### config.mk
export PLATFORM = sky130hd
export DESIGN_NAME = irq_deliver_ctrl
export DESIGN_NICKNAME = d
export VERILOG_FILES = /design/src/rtl/irq_deliver_pkg.sv /design/src/rtl/evt_flag.sv /design/src/rtl/level_track.sv /design/src/rtl/irq_arbiter.sv /design/src/rtl/irq_deliver_ctrl.sv
export SDC_FILE = /design/constraint.sdc
export NUM_CORES = 1
export LEC_CHECK = 0
export BUFFER_PORTS_ARGS = -buffer_cell sky130_fd_sc_hd__buf_2
export CAP_MARGIN = 5
export CORE_MARGIN = 2
export CORE_UTILIZATION = 40
export CTS_CLUSTER_SIZE = 30
export DETAILED_ROUTE_END_ITERATION = 6
export PLACE_DENSITY = 0.67
export SLEW_MARGIN = 20
export SYNTH_ARGS = -nofsm -noshare
export SYNTH_HDL_FRONTEND = slang
export SYNTH_SLANG_ARGS = --single-unit
### constraint.sdc
create_clock -name clk -period 2 [get_ports clk]
set_input_delay 0.6 -clock clk [delete_from_list [all_inputs] [get_ports clk]]
set_output_delay 0.6 -clock clk [all_outputs]
set_load 0.05 [all_outputs]
### src/rtl/irq_deliver_pkg.sv
package irq_deliver_pkg;
  typedef enum logic [1:0] {
    EXC_NONE   = 2'b00,
    EXC_NMIRST = 2'b01,
    EXC_INT    = 2'b10
  } exc_code_t;

  typedef enum logic [1:0] {
    LV_IDLE  = 2'b00,
    LV_REQ   = 2'b01,
    LV_WDRAW = 2'b10
  } lv_state_t;
endpackage

### src/rtl/evt_flag.sv
module evt_flag (
  input  logic clk,
  input  logic rst,
  input  logic set_i,
  input  logic clr_i,
  output logic pend_o
);
  // A new event wins over a same-cycle service.
  always_ff @(posedge clk) begin
    if (rst)        pend_o <= 1'b0;
    else if (set_i) pend_o <= 1'b1;
    else if (clr_i) pend_o <= 1'b0;
  end
endmodule

### src/rtl/level_track.sv
module level_track
  import irq_deliver_pkg::*;
#(
  parameter int IP_W = 6
) (
  input  logic            clk,
  input  logic            rst,
  input  logic            evt_i,
  input  logic [IP_W-1:0] val_i,
  input  logic            done_i,
  output lv_state_t       state_o,
  output logic [IP_W-1:0] val_o
);
  always_ff @(posedge clk) begin
    if (rst) begin
      state_o <= LV_IDLE;
      val_o   <= '0;
    end else if (evt_i) begin
      state_o <= (val_i == '0) ? LV_WDRAW : LV_REQ;
      val_o   <= val_i;
    end else if (done_i) begin
      state_o <= LV_IDLE;
    end
  end
endmodule

### src/rtl/irq_arbiter.sv
module irq_arbiter
  import irq_deliver_pkg::*;
#(
  parameter int IP_W = 6
) (
  input  logic            eval_i,
  input  logic            rst_pend_i,
  input  logic            nmi_pend_i,
  input  lv_state_t       lv_state_i,
  input  logic [IP_W-1:0] lv_val_i,
  input  logic            ie_i,
  input  logic [IP_W-1:0] mask_i,
  output logic            clr_rst_o,
  output logic            clr_nmi_o,
  output logic            lv_done_o,
  output logic            cause_we_o,
  output logic [IP_W-1:0] cause_d_o,
  output logic            fire_o,
  output exc_code_t       code_o
);
  logic lv_open;
  assign lv_open = ie_i && ((lv_val_i & mask_i) != '0);

  always_comb begin
    clr_rst_o  = 1'b0;
    clr_nmi_o  = 1'b0;
    lv_done_o  = 1'b0;
    cause_we_o = 1'b0;
    cause_d_o  = '0;
    fire_o     = 1'b0;
    code_o     = EXC_NONE;
    if (eval_i) begin
      if (rst_pend_i) begin
        clr_rst_o = 1'b1;
        fire_o    = 1'b1;
        code_o    = EXC_NMIRST;
      end else if (nmi_pend_i) begin
        clr_nmi_o = 1'b1;
        fire_o    = 1'b1;
        code_o    = EXC_NMIRST;
      end else if (lv_state_i == LV_WDRAW) begin
        cause_we_o = 1'b1;
        lv_done_o  = 1'b1;
      end else if (lv_state_i == LV_REQ) begin
        cause_we_o = 1'b1;
        cause_d_o  = lv_val_i;
        if (lv_open) begin
          lv_done_o = 1'b1;
          fire_o    = 1'b1;
          code_o    = EXC_INT;
        end
      end
    end
  end
endmodule

### src/rtl/irq_deliver_ctrl.sv
module irq_deliver_ctrl
  import irq_deliver_pkg::*;
#(
  parameter int IP_W = 6
) (
  input  logic            clk,
  input  logic            rst,
  input  logic            req_reset,
  input  logic            req_nmi,
  input  logic            lvl_evt,
  input  logic [IP_W-1:0] lvl_val,
  input  logic            st_ie,
  input  logic [IP_W-1:0] st_mask,
  input  logic            retire,
  output logic            exc_valid,
  output logic [1:0]      exc_type,
  output logic [IP_W-1:0] cause_ip
);
  localparam int NSRC = 2; // index 0 reset, 1 NMI (priority order)

  logic [NSRC-1:0] src_set, src_clr, src_pend;
  lv_state_t       lv_state;
  logic [IP_W-1:0] lv_val;
  logic            lv_done, cause_we, fire;
  logic [IP_W-1:0] cause_d;
  exc_code_t       code;

  assign src_set = {req_nmi, req_reset};

  for (genvar g = 0; g < NSRC; g++) begin : g_src
    evt_flag u_flag (
      .clk    (clk),
      .rst    (rst),
      .set_i  (src_set[g]),
      .clr_i  (src_clr[g]),
      .pend_o (src_pend[g])
    );
  end

  level_track #(.IP_W(IP_W)) u_lvl (
    .clk     (clk),
    .rst     (rst),
    .evt_i   (lvl_evt),
    .val_i   (lvl_val),
    .done_i  (lv_done),
    .state_o (lv_state),
    .val_o   (lv_val)
  );

  irq_arbiter #(.IP_W(IP_W)) u_arb (
    .eval_i     (retire),
    .rst_pend_i (src_pend[0]),
    .nmi_pend_i (src_pend[1]),
    .lv_state_i (lv_state),
    .lv_val_i   (lv_val),
    .ie_i       (st_ie),
    .mask_i     (st_mask),
    .clr_rst_o  (src_clr[0]),
    .clr_nmi_o  (src_clr[1]),
    .lv_done_o  (lv_done),
    .cause_we_o (cause_we),
    .cause_d_o  (cause_d),
    .fire_o     (fire),
    .code_o     (code)
  );

  always_ff @(posedge clk) begin
    if (rst) begin
      exc_valid <= 1'b0;
      exc_type  <= EXC_NONE;
      cause_ip  <= '0;
    end else begin
      exc_valid <= fire;
      exc_type  <= code;
      if (cause_we) cause_ip <= cause_d;
    end
  end
endmodule

# Word level (Yosys, flattened, before mapping)
# Index checks and enable logic that the tools add are counted.
# W data, S select, Z words.
[op_classes]
eq_ne = 2
mux = 36
n_bitwise = 3
n_reduce_logical = 8
[ops]
columns = ["cell", "n"]
rows = [
  ["$mux W6", 5],
  ["$mux W1", 27],
  ["$mux W2", 4],
  ["$and A6 B6 Y6", 1],
  ["$logic_not A6 Y1", 1],
  ["$reduce_bool A2 Y1", 3],
  ["$reduce_bool A6 Y1", 1],
  ["$reduce_or A6 Y1", 1],
  ["$eq A2 B1 Y1 const B", 1],
  ["$eq A2 B2 Y1 const B", 1],
  ["$not A1 Y1", 2],
  ["$reduce_or A2 Y1", 1],
  ["$logic_and A1 B1 Y1", 1],
]
[totals]
ff_bits = 19
in_bits = 19
output_inout_bits = 9
elab_cells = 57

# Logic depth before layout (Yosys ltp)
# Gate-level depths: netlist of run 1.
[logic_depth]
word_depth = 11
ltp_mapped = 6
depth_no_buf = 5

# Hierarchy
# From an unflattened synthesis of run 1, not the netlist that was laid out.
[unflattened]
cells_unflattened = 90
area_unflattened_um2 = 895.9
[modules_own_cells]
columns = ["mod", "n_inst", "cells_per_inst", "area_each_um2", "seq_area_each_um2"]
rows = [
  ["level_track", 1, 30, 329.1, 160.2],
  ["irq_deliver_ctrl", 1, 26, 297.8, 180.2],
  ["irq_arbiter", 1, 26, 191.4, 0.0],
  ["evt_flag", 2, 4, 38.8, 20.0],
]

# Least setup slack after synthesis of run 1
# No wires, ideal clock.
[synth_timing]
path_type = "input -> register"
start = "input lvl_val[0]"
end = "register u_lvl.state_o[1]"
setup_time_ns = 0.059
t_arrival_ns = 1.640
t_required_ns = 1.941
setup_slack_ns = 0.300
stages = 4
path_buffers = 0
cell_sequence = "or4_4 nor4b_4 o21ba_1 o31a_1"
[synth_between]
elab_chain_cells = 3
[synth_rtl]
columns = ["item", "line", "rtl"]
rows = [
  ["start, declared", "irq_deliver_ctrl.sv:11", "input logic [IP_W-1:0] lvl_val,"],
  ["$logic_not A6 Y1", "level_track.sv:19", "state_o <= (val_i == '0) ? LV_WDRAW : LV_REQ;"],
  ["$mux W2", "level_track.sv:19", ""],
  ["$mux W2", "level_track.sv:18", "end else if (evt_i) begin"],
  ["end signal, assigned", "level_track.sv:19", ""],
  ["end, declared", "level_track.sv:11", "output lv_state_t state_o,"],
]
# Every way passes these cells.
# A chain may end at the register's enable or synchronous reset.

# Final worst setup path of run 1
# Same ends and word-level chain as after synthesis.

==> summary.md, run 1 <==
| Metric | Value |
|---|---|
| Worst Skew | `about 0.70 ps` |
| Die Area | `around 2300 um^2` |
| Routed wire length | `between 1.5 and 2 mm` |
| Sw Ratio | `25.2%` |
| RSZ-0062 raised after global routing | `no` |
| Slew margin rel. | `about 70%` |
| Max-slew violation count | `0` |
| Flop pwr share | `between 50% and 60%` |
| Max frequency | `roughly 640 MHz` |
| Final hold vios | `0` |
| Gr usage total | `between 10% and 20%` |
| Leakage | `~0.00045 uW` |
| H-tree levels | `1` |
| Clk Latency, worst-skew pair | `between 200 and 300 ps` |
| Input/output buffers | `27` |
| Post-DP HPWL | `1.24 mm` |
| Wire length per cell | `roughly 11 um` |
| Cts bufs inserted | `3` |
| Bufs on Longest Clock Path | `2` |
| Chip Width | `approximately 48 um` |
| Setup TNS | `0 ps` |
| Vias/cell | `approximately 4.8` |
| CTS root buffer | `clkbuf_4` |
| Ys Warns | `0` |
| Fill cells | `between 150 and 200` |
| Syn_area_per_cell | `9.14 um^2` |
| Seq/Total Area, Yosys | `48.4%` |
| Fin crit period | `between 1500 and 2000 ps` |
| Pwr/cell area | `698 nW/um^2` |
| First drt pass iteration count | `4` |
| CP endpoint kind | `register` |
| Share of flip-flops with an asynchronous set or reset | `0%` |
| Detailed-route via count | `between 600 and 700` |
| WP data required | `about 2200 ps` |
| CTS tree | `built` |
| Clock power share | `a little over a quarter` |
| Synth cell types | `23` |
| Combinational power share | `13.0%` |
| Initial antenna violation count | `0` |
| CP Class | `input port to register` |
| Drt drc | `0` |
| Post-CTS sizing | `0` |
| Setup violations, final | `0` |
| Clk slew on worst S/H paths | `roughly 100 ps` |
| Main synth FF type | `dfxtp_1` |
| Cells after synthesis | `between 80 and 90` |
| Synth area leaders | `dfxtp_1, mux2i_1, nor2_1, a21oi_1, nand3_1` |
| Switching power | `169 uW` |
| Post-Syn Area | `approximately 790 um^2` |
| Yosys top cell by area | `dfxtp_1` |
| Final Cycle Share | `around four fifths` |
| Worst-margin pin slew | `443 ps` |
| Top-area cell type share of the netlist area | `about half` |
| Nets | `134` |
| Share of layout cells above drive strength 1 | `a little under a third` |
| EDFF count, synth | `0` |
| Status | `finished, final reports clean` |
| Synth Net Count | `around 110` |
| Starting Density | `between 40% and 50%` |
| Maximum Capacitance Violations | `0` |
| Area of the multi-input gates | `372 um^2` |
| Clock net sink count | `19` |
| Final ANT Viol Nets | `0` |
| Storage cell area | `approximately 380 um^2` |
| Diodes inserted | `0` |
| Num rows | `16` |
| Post-CTS Hold Buffers | `0` |
| Worst-path fanout max | `3` |
| Pint | `approximately 500 uW` |
| Largest net degree at the start of global routing | `18` |
| Worst min path class | `register to register` |
| Num ports | `28` |
| Peak supply drop | `0.329 mV` |
| Register bit total from synthesis | `19` |
| Drt initial violations | `6` |
| P&R area growth vs syn | `22.6%` |
| Grt ovf | `0` |
| Power, Total | `673 uW` |
| # Post-CTS Setup Buffers | `0` |
| Vias in the first global route | `between 600 and 700` |
| Worst setup SP type | `input port` |
| Die Ht | `slightly below 50 um` |
| Final GP Congestion | `0.710` |
| Core area | `between 1500 and 2000 um^2` |
| Crit path DAT | `between 1500 and 2000 ps` |
| First-pass GRT wire length | `2.79 mm` |
==> path summary, 6_finish.rpt <==
path	cells past startpoint	slack (ps)	start	endpoint
setup / recovery	5	440	lvl_val[0]	u_lvl.state_o[1]
hold / removal	2	460	cause_ip[2]	cause_ip[2]
setup reg to reg	4	540	g_src[0].u_flag.pend_o	cause_ip[4]
hold reg to reg	2	460	cause_ip[2]	cause_ip[2]
==> area by class of cell <==
cell class,count,area share (%)
Sequential cell,19,39.5
Multi-Input combinational cell,58,38.6
Timing Repair Buffer,27,14.0
Tap cell,27,3.51
Clock buffer,3,2.34
Inverter,4,1.56
Clock inverter,1,0.519
==> synth_stat cells (all sizes together) (2+ instances only) <==
library cell	instances
a21oi	8
a22oi	3
clkbuf	5
dfxtp	19
ha	2
inv	4
mux2i	6
nand2	6
nand3	7
nor2	11
nor3	2
o31a	2
==> layer usage <==
layer | vias up | GRT usage, % | share of wire [%]
met5 | - | 0 | 0
met4 | 0 | 7.14 | 0.89
met3 | 2 | 3.09 | 4.4
met2 | 13 | 28.9 | 53
met1 | 300 | 15.8 | 42
li1 | 350 | - | -
==> placed cells by master (no fill, tap or decap), types with 3 or more instances in the layout <==
| cell type | instances |
|---|---|
| nor2_1 | 11 |
| mux2i_1 | 6 |
| nand3_1 | 7 |
| a22oi_1 | 3 |
| a21oi_1 | 8 |
| dfxtp_1 | 19 |
| nand2_1 | 6 |
| inv_1 | 4 |
| buf_2 | 27 |
| clkbuf_4 | 3 |
==> kinds of logic (layout without fill, tap and decap cells) <==
logic type | after synthesis | in the layout | share of synthesized area (%)
compound gates | 17 | 17 | 13.9
fa+ha+maj | 2 | 2 | 3.18
buf+inv | 9 | 35 | 4.30
flops | 19 | 19 | 48.4
mux | 6 | 6 | 7.64
simple gates | 33 | 33 | 22.6
==> through the flow <==
stage / hold WS, ps / instances / worst slack [ps] / area [um^2] / utilization (%)
finish: 459 / 139 / 438 / 963 / 50.7
global route: 493 / 139 / 381 / 963 / 50.7
CTS: 461 / 139 / 440 / 963 / 50.7
detailed placement: 446 / 135 / 127 / 936 / 49.2
global placement: 443 / 135 / 163 / 936 / 49.2
floorplan: 430 / 86 / 300 / 786 / -
==> critical path, cell delays in order <==
cell and delay (ps):
buf_2 100, or4_4 540, nor4b_4 270, o21ba_1 170
o31a_1 110
==> sequential cells by signal, indices dropped and copies added, names as in the netlist <==
register             cells
u_lvl.val_o              6
cause_ip                 6
exc_type                 2
exc_valid                1
u_lvl.state_o            2
g_src.u_flag.pend_o      2
==> power groups by stage <==
stage	combinational (uW)	sequential, uW	clock, uW
after floorplan	46.6	420	0
after global placement	86.1	412	0
after detailed placement	87.7	412	0
after CTS	88.1	403	197
after global routing	98.2	405	208
final	87.3	403	183
Power figures use the tool's default switching activity.
==> run 2: changes to the inputs <==
--- a/config.mk
+++ b/config.mk
@@ -11,7 +11,7 @@
 export CORE_UTILIZATION = 40
 export CTS_CLUSTER_SIZE = 30
 export DETAILED_ROUTE_END_ITERATION = 6
-export PLACE_DENSITY = 0.67
+export PLACE_DENSITY = 0.69
 export SLEW_MARGIN = 20
 export SYNTH_ARGS = -nofsm -noshare
 export SYNTH_HDL_FRONTEND = slang
==> constraint.sdc (replaced) <==
create_clock -name clk -period 1.35 [get_ports clk]
set_input_delay 0.405 -clock clk [delete_from_list [all_inputs] [get_ports clk]]
set_output_delay 0.405 -clock clk [all_outputs]
set_load 0.05 [all_outputs]
==> run 2 against run 1 <==
  * Sequential share of layout area shrank 1.8 points
  * Register-to-register slack lost 460 ps
  * Critical path depth unchanged
  * Clock skew is 7.4 ps higher
  * Final area is 6.1% higher
  * Non-clock buffer count rose by 5
  * Wire length up 1.5%
  * Worst hold slack worse by 130 ps
  * Highest routed layer unchanged
  * First-iteration DRC count increased by 120%
  * Setup slack got worse by 430 ps
  * Largest cell class unchanged
==> summary.md, run 2 (same netlist as run 1, synthesis figures left out) <==
| Metric | Value |
|---|---|
| Storage cell area | `385 um^2 (+1.3%)` |
| Maximum Capacitance Violations | `0 (unchanged)` |
| Gr usage total | `15.2% (about the same)` |
| Starting Density | `41.3% (unchanged)` |
| Most frequent cells in the layout | `buf_2, dfxtp_1, nor2_1` |
| RSZ-0062 raised after global routing | `yes` |
| Min-delay src | `req_reset` |
| Worst Hold End | `g_src[0].u_flag.pend_o` |
| Sw Ratio | `25.2% (+0.045 points)` |
| Flop pwr share | `58.3% (-1.6 points)` |
| Initial antenna violation count | `0 (unchanged)` |
| Peak supply drop | `0.664 mV (+100%)` |
| Largest regs | `cause_ip x6, u_lvl.val_o x6` |
| Fin crit period | `approximately 1300 ps` |
| Clock net sink count | `19 (unchanged)` |
| Max frequency | `around 750 MHz` |
| First drt pass iteration count | `4 (unchanged)` |
| Clock power share | `27.2% (about the same)` |
| Die Ht | `48.3 um (unchanged)` |
| Final GP Congestion | `0.748 (+5.4%)` |
| Worst setup SP type | `input port` |
| Reg-to-reg startpoint | `g_src[0].u_flag.pend_o` |
| Vias/cell | `4.79 (+0.16%)` |
| Setup ws final | `9.44 ps (-429 ps)` |
| Final ANT Viol Nets | `0 (unchanged)` |
| Fill cells | `192 (+3.2%)` |
| Detailed-route via count | `690 (+3.8%)` |
| R2R setup slack | `80 ps (-460 ps)` |
| Setup violations, final | `0 (unchanged)` |
| Input/output buffers | `27 (unchanged)` |
| Wire length per cell | `11.1 um (-2.0%)` |
| Vias in the first global route | `651 (-5.9%)` |
| Diodes inserted | `0 (unchanged)` |
| Largest net degree at the start of global routing | `13 (-5)` |
| CTS root buffer | `clkbuf_4` |
| Num ports | `28 (unchanged)` |
| Die Area | `2330 um^2 (unchanged)` |
| Nets | `139 (+3.7%)` |
| Num rows | `16 (unchanged)` |
| Final hold vios | `0 (unchanged)` |
| Clk slew on worst S/H paths | `110 ps (about the same)` |
| Crit path DAT | `1580 ps (-220 ps)` |
| CTS tree | `built` |
| Leakage | `0.000475 uW (+5.9%)` |
| Grt ovf | `0 (unchanged)` |
| # Post-CTS Setup Buffers | `0 (unchanged)` |
| Worst-path fanout max | `3 (unchanged)` |
| First-pass GRT wire length | `2.74 mm (-2.0%)` |
| H-tree levels | `1 (unchanged)` |
| CP Class | `input port to register` |
| Worst-margin pin slew | `246 ps (-197 ps)` |
| Slew margin rel. | `83.5% (+13 points)` |
| Commonest non-fill, non-tap cell in the layout | `buf_2` |
| Combinational power share | `14.4% (+1.4 points)` |
| Share of layout cells above drive strength 1 | `35.9% (+5.5 points)` |
| Drt initial violations | `13 (+7)` |
| R2R Path End | `cause_ip[5]` |
| WP data required | `1590 ps (-650 ps)` |
| Max-slew violation count | `0 (unchanged)` |
| Worst min path class | `input port to register` |
| Worst Skew | `8.07 ps (+7.37 ps)` |
| Area of the multi-input gates | `379 um^2 (+2.0%)` |
| Post-DP HPWL | `1.29 mm (+3.6%)` |
| Pwr/cell area | `1000 nW/um^2 (+44%)` |
| CP endpoint kind | `register` |
| P&R area growth vs syn | `30.1%` |
| Routed wire length | `1.60 mm (+1.5%)` |
| Final Cycle Share | `between 90 and 100%` |
| R2R depth | `4 (unchanged)` |
| Pint | `767 uW (+52%)` |
| Bufs on Longest Clock Path | `2 (unchanged)` |
| Clk Latency, worst-skew pair | `290 ps (about the same)` |
| Setup TNS | `0 ps (unchanged)` |
| Status | `finished, final reports clean` |
| Pre-CTS setup slack | `-326 ps (-453 ps)` |
| Hold Crit Depth | `3 (+1)` |
| Core area | `1900 um^2 (unchanged)` |
| Switching power | `259 uW (+53%)` |
| Chip Width | `48.3 um (unchanged)` |
| Drt drc | `0 (unchanged)` |
| Cts bufs inserted | `3 (unchanged)` |
==> run 2: cell count changes in the layout (fill, tap and decap cells not counted), sizes merged <==
cell    delta
buf        +5
clkbuf     +1
clkinv     -1
==> run 2: routing by layer <==
layer,up-vias,track usage (%),part of all wire (%)
met5,-,0,0
met4,0,8.57,1.7
met3,2,4.01,3.0
met2,12,24.5,50
met1,316,18.4,45
li1,360,-,-
==> run 2: stage by stage <==
step / util [%] / power [uW] / instances / area [um^2] / hold slack (ps)
final: 53.8 / 1030 / 144 / 1020 / 331
after global routing: 53.8 / 1090 / 144 / 1020 / 320
after CTS: 53.2 / 1040 / 144 / 1010 / 321
after detailed placement: 51.4 / 756 / 140 / 978 / 446
after global placement: 51.4 / 753 / 140 / 978 / 437
after floorplan: - / 698 / 86 / 801 / 436
==> run 2: what timing repair did <==
action | 4_1_cts | 5_1_grt
hold buffers | 0 | 0
resized for setup | 1 | 5
endpoints found under the setup margin | 1 | 6
pin swaps | 0 | 2
==> run 2: power groups by stage <==
stage          registers [uW]  logic [uW]  clock network, uW
3_3_place_gp              611         142                  0
6_report                  598         148                279
3_5_place_dp              611         145                  0
4_1_cts                   598         147                291
5_1_grt                   602         163                323
2_1_floorplan             623        74.6                  0
==> run 2: worst max-delay path, cell delays in order <==
cell and delay [ps]:
buf_6 90, or4_4 540, nor4b_4 270, o21ba_1 170, o31a_1 120
==> run 2: how the worst max path moves through the flow <==
stage                       end  slack [ps]  startpoint  cells past startpoint
3_3_place_gp   u_lvl.state_o[1]        -300  lvl_val[0]                      5
6_report       u_lvl.state_o[1]           9  lvl_val[0]                      5
4_1_cts        u_lvl.state_o[1]           4  lvl_val[0]                      5
2_1_floorplan  u_lvl.state_o[1]        -150  lvl_val[0]                      4
5_1_grt        u_lvl.state_o[1]         -40  lvl_val[0]                      5
3_5_place_dp   u_lvl.state_o[1]        -330  lvl_val[0]                      5
==> run 2: area by class of cell <==
| cell class | instances | share of cell area [%] |
|---|---|---|
| clock buffers | 4 | 2.57 |
| inverters | 4 | 1.47 |
| multi-input cells | 58 | 37.1 |
| flip-flops and latches | 19 | 37.7 |
| well taps | 27 | 3.30 |
| repair buffers | 32 | 17.9 |
==> run 3: changes to the inputs <==
--- a/config.mk
+++ b/config.mk
@@ -7,12 +7,13 @@
 export LEC_CHECK = 0
 export BUFFER_PORTS_ARGS = -buffer_cell sky130_fd_sc_hd__buf_2
 export CAP_MARGIN = 5
-export CORE_MARGIN = 2
+export CORE_MARGIN = 4
 export CORE_UTILIZATION = 40
 export CTS_CLUSTER_SIZE = 30
 export DETAILED_ROUTE_END_ITERATION = 6
-export PLACE_DENSITY = 0.69
+export PLACE_DENSITY = 0.68
 export SLEW_MARGIN = 20
 export SYNTH_ARGS = -nofsm -noshare
 export SYNTH_HDL_FRONTEND = slang
+export SYNTH_HIERARCHICAL = 1
 export SYNTH_SLANG_ARGS = --single-unit
==> run 3 against run 2 <==
  * The flow now finishes with violations (setup timing)
  * Sequential power barely moved
  * Die area rose by 31%
  * Clock skew fell by 1.6 ps
  * Via count grew 4.8%
  * Highest routed layer unchanged
==> summary.md, run 3 <==
| Metric | Value |
|---|---|
| Fin cells | `152 (+5.6%)` |
| Initial antenna violation count | `0 (unchanged)` |
| H-tree levels | `1 (unchanged)` |
| Pwr/cell area | `902 nW/um^2 (-10%)` |
| Worst Skew | `6.51 ps (-1.55 ps)` |
| Seq/Total Area, Yosys | `42.5% (-5.9 points)` |
| Vias/cell | `4.76 (-0.73%)` |
| Fin crit period | `1390 ps (+46.5 ps)` |
| Commonest non-fill, non-tap cell in the layout | `buf_2` |
| DR WL met3 | `96 um (+100%)` |
| Synth area leaders | `dfxtp_1, mux2i_1, nor2_1, and2_1, ha_1` |
| Diodes inserted | `0 (unchanged)` |
| Failing checks | `setup timing` |
| First drt pass iteration count | `3 (-1)` |
| Cells after synthesis | `90 (+4.7%)` |
| Largest net degree at the start of global routing | `12 (-1)` |
| Sw Ratio | `25.4% (+0.19 points)` |
| Num ports | `28 (unchanged)` |
| Vias in the first global route | `674 (+3.5%)` |
| Clk slew on worst S/H paths | `100 ps (about the same)` |
| Flop pwr share | `56.5% (-1.8 points)` |
| Main synth FF type | `dfxtp_1` |
| Setup violations, final | `6 (+6)` |
| Post-CTS Hold Buffers | `0 (unchanged)` |
| Routed wire length | `1.71 mm (+6.8%)` |
| WP data required | `1590 ps (about the same)` |
| Worst path cell trace | `or3b_4 -> nor3b_4 -> and2_1 -> mux2i_1 -> nor2_1` |
| Final hold vios | `0 (unchanged)` |
| P&R area growth vs syn | `30.3%` |
| Max frequency | `721 MHz (-3.4%)` |
| Grt ovf | `0 (unchanged)` |
| Final Cycle Share | `103% (+3.4 points)` |
| Top-area cell type share of the netlist area | `42.5% (-5.9 points)` |
| First-pass GRT wire length | `2.87 mm (+4.8%)` |
| Die Area | `3060 um^2 (+31%)` |
| Power, Total | `1050 uW (+2.7%)` |
| Largest regs | `cause_ip x6, u_lvl/val_o x6` |
| Detailed-route via count | `723 (+4.8%)` |
| Input/output buffers | `27 (unchanged)` |
| Die Ht | `55.3 um (+14%)` |
| Bufs on Longest Clock Path | `2 (unchanged)` |
| # Post-CTS Setup Buffers | `0 (unchanged)` |
| Clock power share | `26.1% (-1.1 points)` |
| EDFF count, synth | `0 (unchanged)` |
| Switching power | `268 uW (+3.5%)` |
| Synth top cells by count | `dfxtp_1, nor2_1, mux2i_1` |
| Top-count cell post-synth | `dfxtp_1` |
| Peak supply drop | `0.601 mV (-9.5%)` |
| Yosys top cell by area | `dfxtp_1` |
| CTS tree | `built` |
| Register bit total from synthesis | `19 (unchanged)` |
| Maximum Capacitance Violations | `0 (unchanged)` |
| Most frequent cells in the layout | `buf_2, dfxtp_1, mux2i_1, nor2_1, buf_4` |
| Leakage | `0.000524 uW (+10%)` |
| Synth cell types | `27 (+17%)` |
| M1 WL | `782 um (+9.2%)` |
| Syn_area_per_cell | `9.95 um^2 (+8.9%)` |
| Critical Path Max Stage Delay | `420 ps (-120 ps)` |
| Final ANT Viol Nets | `0 (unchanged)` |
| Share of layout cells above drive strength 1 | `44.8% (+8.9 points)` |
| Worst-margin pin slew | `333 ps (+87.1 ps)` |
| Share of flip-flops with an asynchronous set or reset | `0% (unchanged)` |
| Gr usage total | `11.5% (-3.7 points)` |
| Cts bufs inserted | `3 (unchanged)` |
| Worst min path class | `input port to register` |
| CP Class | `register to register` |
| Worst setup SP type | `register` |
| Post-DP HPWL | `1.37 mm (+6.7%)` |
| Num rows | `16 (unchanged)` |
| CP endpoint kind | `register` |
| Combinational power share | `17.4% (+3.0 points)` |
| Drt drc | `0 (unchanged)` |
| Top Metal Used | `met4` |
| Clk Latency, worst-skew pair | `290 ps (about the same)` |
| CTS root buffer | `clkbuf_4` |
| Setup ws final | `-37.0 ps (-46.5 ps)` |
| Starting Density | `43.9% (+2.6 points)` |
| Crit path DAT | `1630 ps (+50 ps)` |
| CP max-delay cell | `or3b_4` |
| Drt initial violations | `6 (-7)` |
| Post-Syn Area | `896 um^2 (+14%)` |
| Pint | `786 uW (+2.5%)` |
| Chip Width | `55.3 um (+14%)` |
| Wire length per cell | `11.2 um (+1.1%)` |
| Nets | `147 (+5.8%)` |
| Slew margin rel. | `77.6% (-5.9 points)` |
| Core area | `2040 um^2 (+7.4%)` |
| Synth Net Count | `111 (+3.7%)` |
| Clock net sink count | `19 (unchanged)` |
| # placed instances | `148 (+5.7%)` |
| Worst-path fanout max | `6 (+3)` |
| Status | `finished, violations left` |
| Met2 wire len | `814 um (+0.99%)` |
| Ys Warns | `6 (+6)` |
| Max-slew violation count | `0 (unchanged)` |
| RSZ-0062 raised after global routing | `yes` |
| Final GP Congestion | `0.730 (-2.4%)` |
run 3: changes by cell type after synthesis, moves of 5 or more:
cell,change
a21oi_1,-7
clkbuf_1,-5
mux2i_1,+6
and2_1,+7
nand2_1,-6
nand3_1,-7
run 3: path summary, 6_finish.rpt:
path	cells after the start	endpoint	startpoint	slack (ps)
worst max register to register	5	cause_ip[2]	g_src[1].u_flag/pend_o	-40
worst min-delay path	3	g_src[1].u_flag/pend_o	req_nmi	330
worst max-delay path	5	cause_ip[2]	g_src[1].u_flag/pend_o	-40
worst min register to register	2	cause_ip[5]	cause_ip[5]	500
run 3: per-layer routing:
metal  GRT usage [%]  up-vias
li1                -      379
met1            14.1      327
met2            18.6       15
met3            5.13        2
met4            2.08        0
met5               0        -
run 3: power groups by stage:
stage | Sequential (uW) | Combinational (uW) | Clock [uW]
6_report | 595 | 184 | 275
5_1_grt | 598 | 202 | 304
4_1_cts | 594 | 175 | 286
3_5_place_dp | 607 | 173 | 0
3_3_place_gp | 606 | 170 | 0
2_1_floorplan | 620 | 89.7 | 0
run 3: kinds of logic (layout without fill, tap and decap cells):
| logic type | after synthesis | in the layout | synth area share (%) |
|---|---|---|---|
| and+or+nand+nor | 36 | 36 | 25.1 |
| AOI/OAI and AO/OA | 11 | 11 | 10.1 |
| DFF | 19 | 19 | 42.5 |
| buffers and inverters | 10 | 45 | 6.14 |
| muxes | 12 | 12 | 13.4 |
| adders and majority gates | 2 | 2 | 2.79 |
run 3: what timing repair did:
item,4_1_cts,5_1_grt
hold endpoints to repair,0,0
pin swaps,1,0
endpoints found under the setup margin,8,12
gates resized for setup,1,13
run 3: per-stage QoR:
stage / cell area (um^2) / hold WS, ps / setup WS (ps) / util [%] / setup TNS [ps]
after floorplan: 898 / 467 / -4.61 / - / -27.1
after global routing: 1170 / 324 / -120 / 57.2 / -649
after CTS: 1130 / 329 / -26.6 / 55.1 / -54.2
after global placement: 1090 / 469 / -181 / 53.6 / -1410
final: 1170 / 329 / -37.0 / 57.2 / -95.9
after detailed placement: 1090 / 480 / -219 / 53.6 / -1580
run 3: critical path, delay by kind of cell, from the launching register on:
family / cells / cell delay (ps)
flops: 1 / 330
mux: 1 / 70
simple gates: 4 / 920
run 3: final cells by class:
type / count / area [um^2]
Fill cell: 206 / 875
Multi-Input combinational cell: 61 / 493
Sequential cell: 19 / 384
Timing Repair Buffer: 35 / 206
Tap cell: 27 / 33.8
Clock buffer: 3 / 22.5
Inverter: 6 / 22.5
Clock inverter: 1 / 5.00
